[src/rtl/dbuf_cmp_pkg.sv]
package dbuf_cmp_pkg;

  typedef enum logic [1:0] {
    ACT_HOLD   = 2'b00,
    ACT_TOGGLE = 2'b01,
    ACT_CLEAR  = 2'b10,
    ACT_SET    = 2'b11
  } pinAction_e;

  // strobes from control to datapath
  typedef struct packed {
    logic directWrite;   // write active and buffer together
    logic bufferWrite;   // write shadow only
    logic syncLoad;      // copy shadow into active
    logic applyAction;   // drive pin per action field
    logic realMatch;     // set flag, pulse counter clear
  } cmpStrobes_t;

endpackage

[src/rtl/dbuf_cmp_ctrl.sv]
module dbuf_cmp_ctrl
  import dbuf_cmp_pkg::*;
(
  input  logic        pwmMode,
  input  logic        syncAtTop,
  input  logic        atTop,
  input  logic        atBottom,
  input  logic        wrEn,
  input  logic        forceStrobe,
  input  logic        countEq,
  output cmpStrobes_t strobes
);

  logic updatePoint;
  logic forceOk;

  always_comb begin
    updatePoint = syncAtTop ? atTop : atBottom;
    forceOk     = forceStrobe & ~pwmMode;

    strobes.directWrite = wrEn & ~pwmMode;
    strobes.bufferWrite = wrEn & pwmMode;
    strobes.syncLoad    = pwmMode & updatePoint;
    strobes.realMatch   = countEq;
    strobes.applyAction = countEq | forceOk;
  end

endmodule

[src/rtl/dbuf_cmp_datapath.sv]
module dbuf_cmp_datapath
  import dbuf_cmp_pkg::*;
#(
  parameter int CNT_W = 16
) (
  input  logic             clk,
  input  logic             rstN,
  input  logic [CNT_W-1:0] countVal,
  input  logic [CNT_W-1:0] wrData,
  input  logic [1:0]       actionSel,
  input  logic             flagClr,
  input  cmpStrobes_t      strobes,
  output logic             countEq,
  output logic [CNT_W-1:0] cmpValue,
  output logic [CNT_W-1:0] bufValue,
  output logic             wavePin,
  output logic             matchFlag,
  output logic             timerClr
);

  logic [CNT_W-1:0] cmpReg;
  logic [CNT_W-1:0] bufReg;
  logic [CNT_W-1:0] diffBits;
  logic             pinReg;
  logic             flagReg;
  logic             clrReg;
  logic             pinNext;

  // bitwise comparator, full width every cycle
  genvar gi;
  generate
    for (gi = 0; gi < CNT_W; gi++) begin : g_cmpBit
      assign diffBits[gi] = countVal[gi] ^ cmpReg[gi];
    end
  endgenerate
  assign countEq = ~|diffBits;

  always_comb begin
    pinNext = pinReg;
    if (strobes.applyAction) begin
      unique case (pinAction_e'(actionSel))
        ACT_HOLD:   pinNext = pinReg;
        ACT_TOGGLE: pinNext = ~pinReg;
        ACT_CLEAR:  pinNext = 1'b0;
        ACT_SET:    pinNext = 1'b1;
        default:    pinNext = pinReg;
      endcase
    end
  end

  // active and shadow compare registers
  always_ff @(posedge clk or negedge rstN) begin
    if (!rstN) begin
      cmpReg <= '0;
      bufReg <= '0;
    end else begin
      if (strobes.directWrite) begin
        cmpReg <= wrData;
        bufReg <= wrData;
      end else begin
        if (strobes.syncLoad)    cmpReg <= bufReg;
        if (strobes.bufferWrite) bufReg <= wrData;
      end
    end
  end

  // pin, flag and counter clear
  always_ff @(posedge clk or negedge rstN) begin
    if (!rstN) begin
      pinReg  <= 1'b0;
      flagReg <= 1'b0;
      clrReg  <= 1'b0;
    end else begin
      pinReg <= pinNext;
      clrReg <= strobes.realMatch;
      if (strobes.realMatch)  flagReg <= 1'b1;
      else if (flagClr)       flagReg <= 1'b0;
    end
  end

  assign cmpValue  = cmpReg;
  assign bufValue  = bufReg;
  assign wavePin   = pinReg;
  assign matchFlag = flagReg;
  assign timerClr  = clrReg;

  assert_flag_sticky_R9: assert property (@(posedge clk) disable iff (!rstN)
    (matchFlag && !flagClr) |=> matchFlag);

  assert_clr_with_flag_R5: assert property (@(posedge clk) disable iff (!rstN)
    timerClr |-> matchFlag);

  assert_flag_needs_match_R7: assert property (@(posedge clk) disable iff (!rstN)
    (!matchFlag && (countVal != cmpValue)) |=> (!matchFlag && !timerClr));

  assert_hold_action_R6: assert property (@(posedge clk) disable iff (!rstN)
    (actionSel == 2'b00) |=> $stable(wavePin));

endmodule

[src/rtl/dbuf_compare_unit.sv]
module dbuf_compare_unit
  import dbuf_cmp_pkg::*;
#(
  parameter int CNT_W = 16
) (
  input  logic             clk,
  input  logic             rstN,
  input  logic [CNT_W-1:0] countVal,
  input  logic             pwmMode,
  input  logic             syncAtTop,
  input  logic             atTop,
  input  logic             atBottom,
  input  logic             wrEn,
  input  logic [CNT_W-1:0] wrData,
  input  logic             forceStrobe,
  input  logic [1:0]       actionSel,
  input  logic             flagClr,
  output logic [CNT_W-1:0] cmpValue,
  output logic [CNT_W-1:0] bufValue,
  output logic             wavePin,
  output logic             matchFlag,
  output logic             irqReq,
  output logic             timerClr
);

  cmpStrobes_t strobes;
  logic        countEq;

  dbuf_cmp_ctrl u_ctrl (
    .pwmMode     (pwmMode),
    .syncAtTop   (syncAtTop),
    .atTop       (atTop),
    .atBottom    (atBottom),
    .wrEn        (wrEn),
    .forceStrobe (forceStrobe),
    .countEq     (countEq),
    .strobes     (strobes)
  );

  dbuf_cmp_datapath #(.CNT_W(CNT_W)) u_dp (
    .clk       (clk),
    .rstN      (rstN),
    .countVal  (countVal),
    .wrData    (wrData),
    .actionSel (actionSel),
    .flagClr   (flagClr),
    .strobes   (strobes),
    .countEq   (countEq),
    .cmpValue  (cmpValue),
    .bufValue  (bufValue),
    .wavePin   (wavePin),
    .matchFlag (matchFlag),
    .timerClr  (timerClr)
  );

  assign irqReq = matchFlag;

  assert_direct_hold_R10: assert property (@(posedge clk) disable iff (!rstN)
    (!pwmMode && !wrEn) |=> $stable(cmpValue));

  assert_pwm_no_sync_R3: assert property (@(posedge clk) disable iff (!rstN)
    (pwmMode && !atTop && !atBottom) |=> $stable(cmpValue));

  assert_pwm_force_ignored_R8: assert property (@(posedge clk) disable iff (!rstN)
    (pwmMode && (countVal != cmpValue)) |=> $stable(wavePin));

endmodule

[config.mk]
export PLATFORM = sky130hd
export DESIGN_NAME = dbuf_compare_unit
export DESIGN_NICKNAME = d
export VERILOG_FILES = /design/src/rtl/dbuf_cmp_pkg.sv /design/src/rtl/dbuf_cmp_ctrl.sv /design/src/rtl/dbuf_cmp_datapath.sv /design/src/rtl/dbuf_compare_unit.sv
export SDC_FILE = /design/constraint.sdc
export NUM_CORES = 1
export LEC_CHECK = 0
export BUFFER_PORTS_ARGS = -buffer_cell sky130_fd_sc_hd__buf_4
export CORE_ASPECT_RATIO = 0.8
export CORE_MARGIN = 1.5
export CORE_UTILIZATION = 30
export CTS_BUF_LIST = sky130_fd_sc_hd__clkbuf_8
export DETAILED_ROUTE_END_ITERATION = 8
export PLACE_DENSITY_LB_ADDON = 0.1
export SYNTH_ARGS = -nofsm -noshare
export SYNTH_HDL_FRONTEND = slang
export SYNTH_SLANG_ARGS = --single-unit
[constraint.sdc]
create_clock -name clk -period 1.6 [get_ports clk]
set_input_delay 0.32 -clock clk [delete_from_list [all_inputs] [get_ports clk]]
set_output_delay 0.32 -clock clk [all_outputs]
set_load 0.01 [all_outputs]
==> After elaboration in Yosys (flattened, before gate mapping) <==
Index checks and enable logic that the tools add are counted.
{ "op_classes": {"mux": 8, "n_reduce_logical": 6, "n_eq_ne": 4, "n_bitwise": 24} }
{ "ops": {"columns": ["operator", "n"], "rows": [
  ["$mux 16", 4],
  ["$reduce_or 16->1", 1],
  ["$xor 1x1->1", 16],
  ["$and 1x1->1", 4],
  ["$eq 2x2->1 const B", 2],
  ["$reduce_bool 2->1", 2],
  ["$mux 1", 3],
  ["$not 1->1", 3],
  ["$pmux 1 s3", 1],
  ["$eq 2x1->1 const B", 1],
  ["$logic_not 2->1", 1],
  ["$ne 2x2->1 const B", 1],
  ["$reduce_and 2->1", 1],
  ["$logic_not 1->1", 1],
  ["$or 1x1->1", 1]
]} }
{ "totals": {"word_cells": 47, "regBits": 35, "output_inout_bits": 36, "inputBits": 43} }

==> Depth between registers and ports, before layout <==
{ "depth": {"ltp_word": 5, "depth_mapped": 7, "mapped_depth_nobuf": 5} }

==> Modules after synthesis <==
From an unflattened synthesis, not the netlist that was laid out.
{ "hier_totals": {"cells_unflattened": 141, "hier_area_um2": 1739.2} }
{ "modules_own_cells": {"columns": ["module", "instances", "area_each_um2", "cells_each"], "rows": [
  ["dbuf_cmp_datapath", 1, 1685.4, 133],
  ["dbuf_cmp_ctrl", 1, 46.3, 7],
  ["dbuf_compare_unit", 1, 7.5, 1]
]} }

==> Worst setup path before layout <==
OpenSTA, ideal clock, no wires.
{ "synth_path": {"path_type": "reg2reg", "startpoint": "reg u_dp.cmpReg[5], in the netlist u_dp.cmpValue[5]", "endpoint": "reg u_dp.pinReg, in the netlist u_dp.wavePin", "arrival_time_ns": 1.286, "setup_ns": 0.122, "stages_incl_launch_ff": 6, "path_slack_ns": 0.192, "path_cell_list": "dfrtp_1 -> xnor2_1 -> nand4_1 -> nor4_4 -> a2bb2oi_1 -> a21oi_1"} }
{ "synth_via": {"elab_chain_cells": 5} }
{ "synth_lines": {"columns": ["element", "line_no", "text"], "rows": [
  ["from (decl)", "dbuf_cmp_datapath.sv:21", "logic [CNT_W-1:0] cmpReg;"],
  ["from (signal assigned)", "dbuf_cmp_datapath.sv:58", "cmpReg <= wrData;"],
  ["from (signal assigned)", "dbuf_cmp_datapath.sv:61", "if (strobes.syncLoad) cmpReg <= bufReg;"],
  ["$xor 1x1->1", "dbuf_cmp_datapath.sv:33", "assign diffBits[gi] = countVal[gi] ^ cmpReg[gi];"],
  ["$reduce_or 16->1", "dbuf_cmp_datapath.sv:36", "assign countEq = ~|diffBits;"],
  ["$logic_not 1->1", "dbuf_cmp_datapath.sv:36", null],
  ["via countEq", "dbuf_compare_unit.sv:27", "logic countEq;"],
  ["$or 1x1->1", "dbuf_cmp_ctrl.sv:25", "strobes.applyAction = countEq | forceOk;"],
  ["$reduce_and 2->1 (no source line)", null, null],
  ["to (signal assigned)", "dbuf_cmp_datapath.sv:74", "pinReg <= pinNext;"],
  ["to (decl)", "dbuf_cmp_datapath.sv:24", "logic pinReg;"]
]} }
The timed path passes the listed nets, and every way through them passes these cells.
A chain may end at the register's enable or synchronous reset.

==> Final worst setup path <==
{ "layout_path": {"startpoint": "reg u_dp.cmpReg[4], in the netlist u_dp.cmpValue[4]", "endpoint": "reg u_dp.pinReg, in the netlist u_dp.wavePin"} }
The elaborated chain is that of the path after synthesis.

==> metrics <==
Layout Nets=265; antenna violations before repair=0; Synth Cell Area=1690 um^2; Tightest Hold Check Type=input pin to flop; total gr overflow=0; status=complete, no violations; antenna diode count=0; CTS H-tree depth=2; RSZ-0062 raised after global routing=false; CP Max Fanout=3; post-synth cell types=22; final period utilization=92.8%; total track usage=14.2%; DRC viols=0; commonest non-fill, non-tap cell in the layout=buf_4; Root Driver=clkbuf_8; Final Critical Period=1480 ps; I/O pins=79; Crit path arrival time=1660 ps; gpl congestion=0.744; Seq/Total Area, Yosys=51.8%; clk_lat worst skew=290 ps; synthesized-area fraction occupied by adder cells=0%; TritonRoute pass-1 iters=4; Mapped Nets=183; ordered list of cells on the worst path=xnor2_1, nand4_1, nor4_4, a2bb2oi_1, a21oi_1; Setup CP Type=flop to flop; clock sinks=35; Synth Register Bits=35; Hold WS=270 ps; measured slew at the worst slew-check pin=447 ps; average via count per standard cell=4.40; max-cap viol count=0; Via Count=1,324; Avg Cell Area, Syn=12.1 um^2; Worst path slowest cell=dfrtp_1; Worst Reg-to-Reg Cells=5; Post-Synth XOR/XNOR Area=8.28%; P&R area growth vs syn=48.2%; number of global-route vias before repair=1,318; buffer levels on the longest clock path=2; Final Slew Violations=0; most frequent cells in the layout=buf_4, dfrtp_1, mux2_2, mux2i_1, nand2_1; Worst Setup End Kind=flop; Die Width=87.0 um; Synth Area in Simple Gates=7.91%; fmax=674 MHz; Hold Fails Final Rpt=0; endpoints failing setup=0; largest family of logic cells by synthesized area=multiplexers; worst slack, placed=113 ps; WL final=4090 um; initial DRC count=26; first-pass GRT wire length=6500 um; static leakage=1.17 nW; Final WS setup=115 ps; Rel. slew slack=70.2%; CTS tree=yes; input/output buffers=78; Std-Cell Rows=24; Die Y=70.2 um; Die ar.=6100 um^2; max incr delay on CP=430 ps; post-synthesis compound-gate area fraction=7.32%; hpwl dp=3070 um; Core Region=5440 um^2; setup_tns=0 ps; Starting Density=31.1%; worst ir drop on vdd=440 uV; Worst EP required=1770 ps; clk slew on worst S/H paths=70 ps; Ys Warns=0; TritonCTS buffer count=5; pwr dens=1030 nW/um^2; Layout Skew=5.11 ps; hold depth=2; multiplexer area fraction after synthesis=20.8%; Worst setup SP type=flop; largest net degree at the start of global routing=36; share of cells above drive strength 1=49.8%; DRT antenna net count=0; Wirelength per Cell=13.6 um; Syn Inst Count=140
## through the flow
stage               util (%)  power, mW  area (um^2)  instances
floorplan                  -       1.42         1690        140
global placement        43.6       1.77         2370        292
detailed placement      43.6       1.78         2370        292
CTS                     46.0       2.62         2500        301
global route            46.1       2.74         2510        301
finish                  46.1       2.58         2510        301
## path summary, 6_finish.rpt
| path | start | to | slack (ps) |
|---|---|---|---|
| setup / recovery | u_dp.cmpValue[4] | u_dp.wavePin | 120 |
| hold / removal | wrData[9] | u_dp.bufValue[9] | 270 |
| setup reg to reg | u_dp.cmpValue[4] | u_dp.wavePin | 120 |
| hold reg to reg | u_dp.matchFlag | u_dp.matchFlag | 530 |
| max in group asynchronous | rstN | u_dp.cmpValue[3] | 760 |
| min in group asynchronous | rstN | u_dp.bufValue[11] | 520 |
## per-layer routing
layer / track usage, % / part of all wire (%) / wire, um
met1: 19.1 / 46 / 1880
met2: 20.8 / 45 / 1850
met3: 4.96 / 8.1 / 333
met4: 5.38 / 0.78 / 32
met5: 0 / 0 / 0
## timing repair
action | in CTS | in global routing
endpoints found under the hold margin | 35 | 0
resized for setup | 0 | 1
setup buffers | 0 | 0
hold buffers | 1 | 0
endpoints found under the setup margin | 0 | 1
## state kept, by name, summed over array words and instances (netlist names)
signal	flops
u_dp.cmpValue	16
u_dp.bufValue	16
u_dp.matchFlag	1
u_dp.wavePin	1
u_dp.timerClr	1
## layout make-up
class	count	area [um^2]
Clock inverter	2	35.0
Fill cell	549	2930
Inverter	2	7.51
Multi-Input combinational cell	95	757
Tap cell	78	97.6
Clock buffer	6	82.6
Sequential cell	35	876
Timing Repair Buffer	83	651
## cells by family (layout without fill, tap and decap cells)
group | count (synthesis) | in the layout
multiplexers | 33 | 33
flip-flops | 35 | 35
buffers and inverters | 10 | 93
AND/OR/NAND/NOR | 25 | 25
AO/OA/AOI/OAI | 21 | 21
XOR/XNOR | 16 | 16
## critical path: cells and delay by family (launching register included)
| kind | cells | cell delay (ps) |
|---|---|---|
| XOR/XNOR | 1 | 180 |
| flip-flops | 1 | 430 |
| AND/OR/NAND/NOR | 2 | 510 |
| AO/OA/AOI/OAI | 2 | 250 |
## synthesized netlist by cell type
master | n | share of area (%)
dfrtp_1 | 35 | 52
mux2_2 | 17 | 11
mux2i_1 | 16 | 9.5
nand2_1 | 16 | 3.6
xnor2_1 | 16 | 8.3
o21ai_0 | 15 | 4.4
buf_4 | 5 | 2.2
nand4_1 | 4 | 1.5
inv_1 | 2 | 0.44
o21ai_1 | 2 | 0.59
a21o_2 | 1 | 0.52
a21oi_1 | 1 | 0.30
a21oi_4 | 1 | 0.96
a2bb2oi_1 | 1 | 0.52
and2b_1 | 1 | 0.44
buf_2 | 1 | 0.30
buf_6 | 1 | 0.67
clkbuf_2 | 1 | 0.30
nand2b_1 | 1 | 0.37
nand3b_1 | 1 | 0.44
nor2b_1 | 1 | 0.37
nor4_4 | 1 | 1.3
## power breakdown
group,total [mW],switching [mW],internal (mW),leakage [nW]
clock network,0.820,0.316,0.504,0.0612
logic,0.650,0.274,0.376,0.683
registers,1.11,0.108,1.00,0.422
Note: power is estimated with default switching activity, not from simulation.
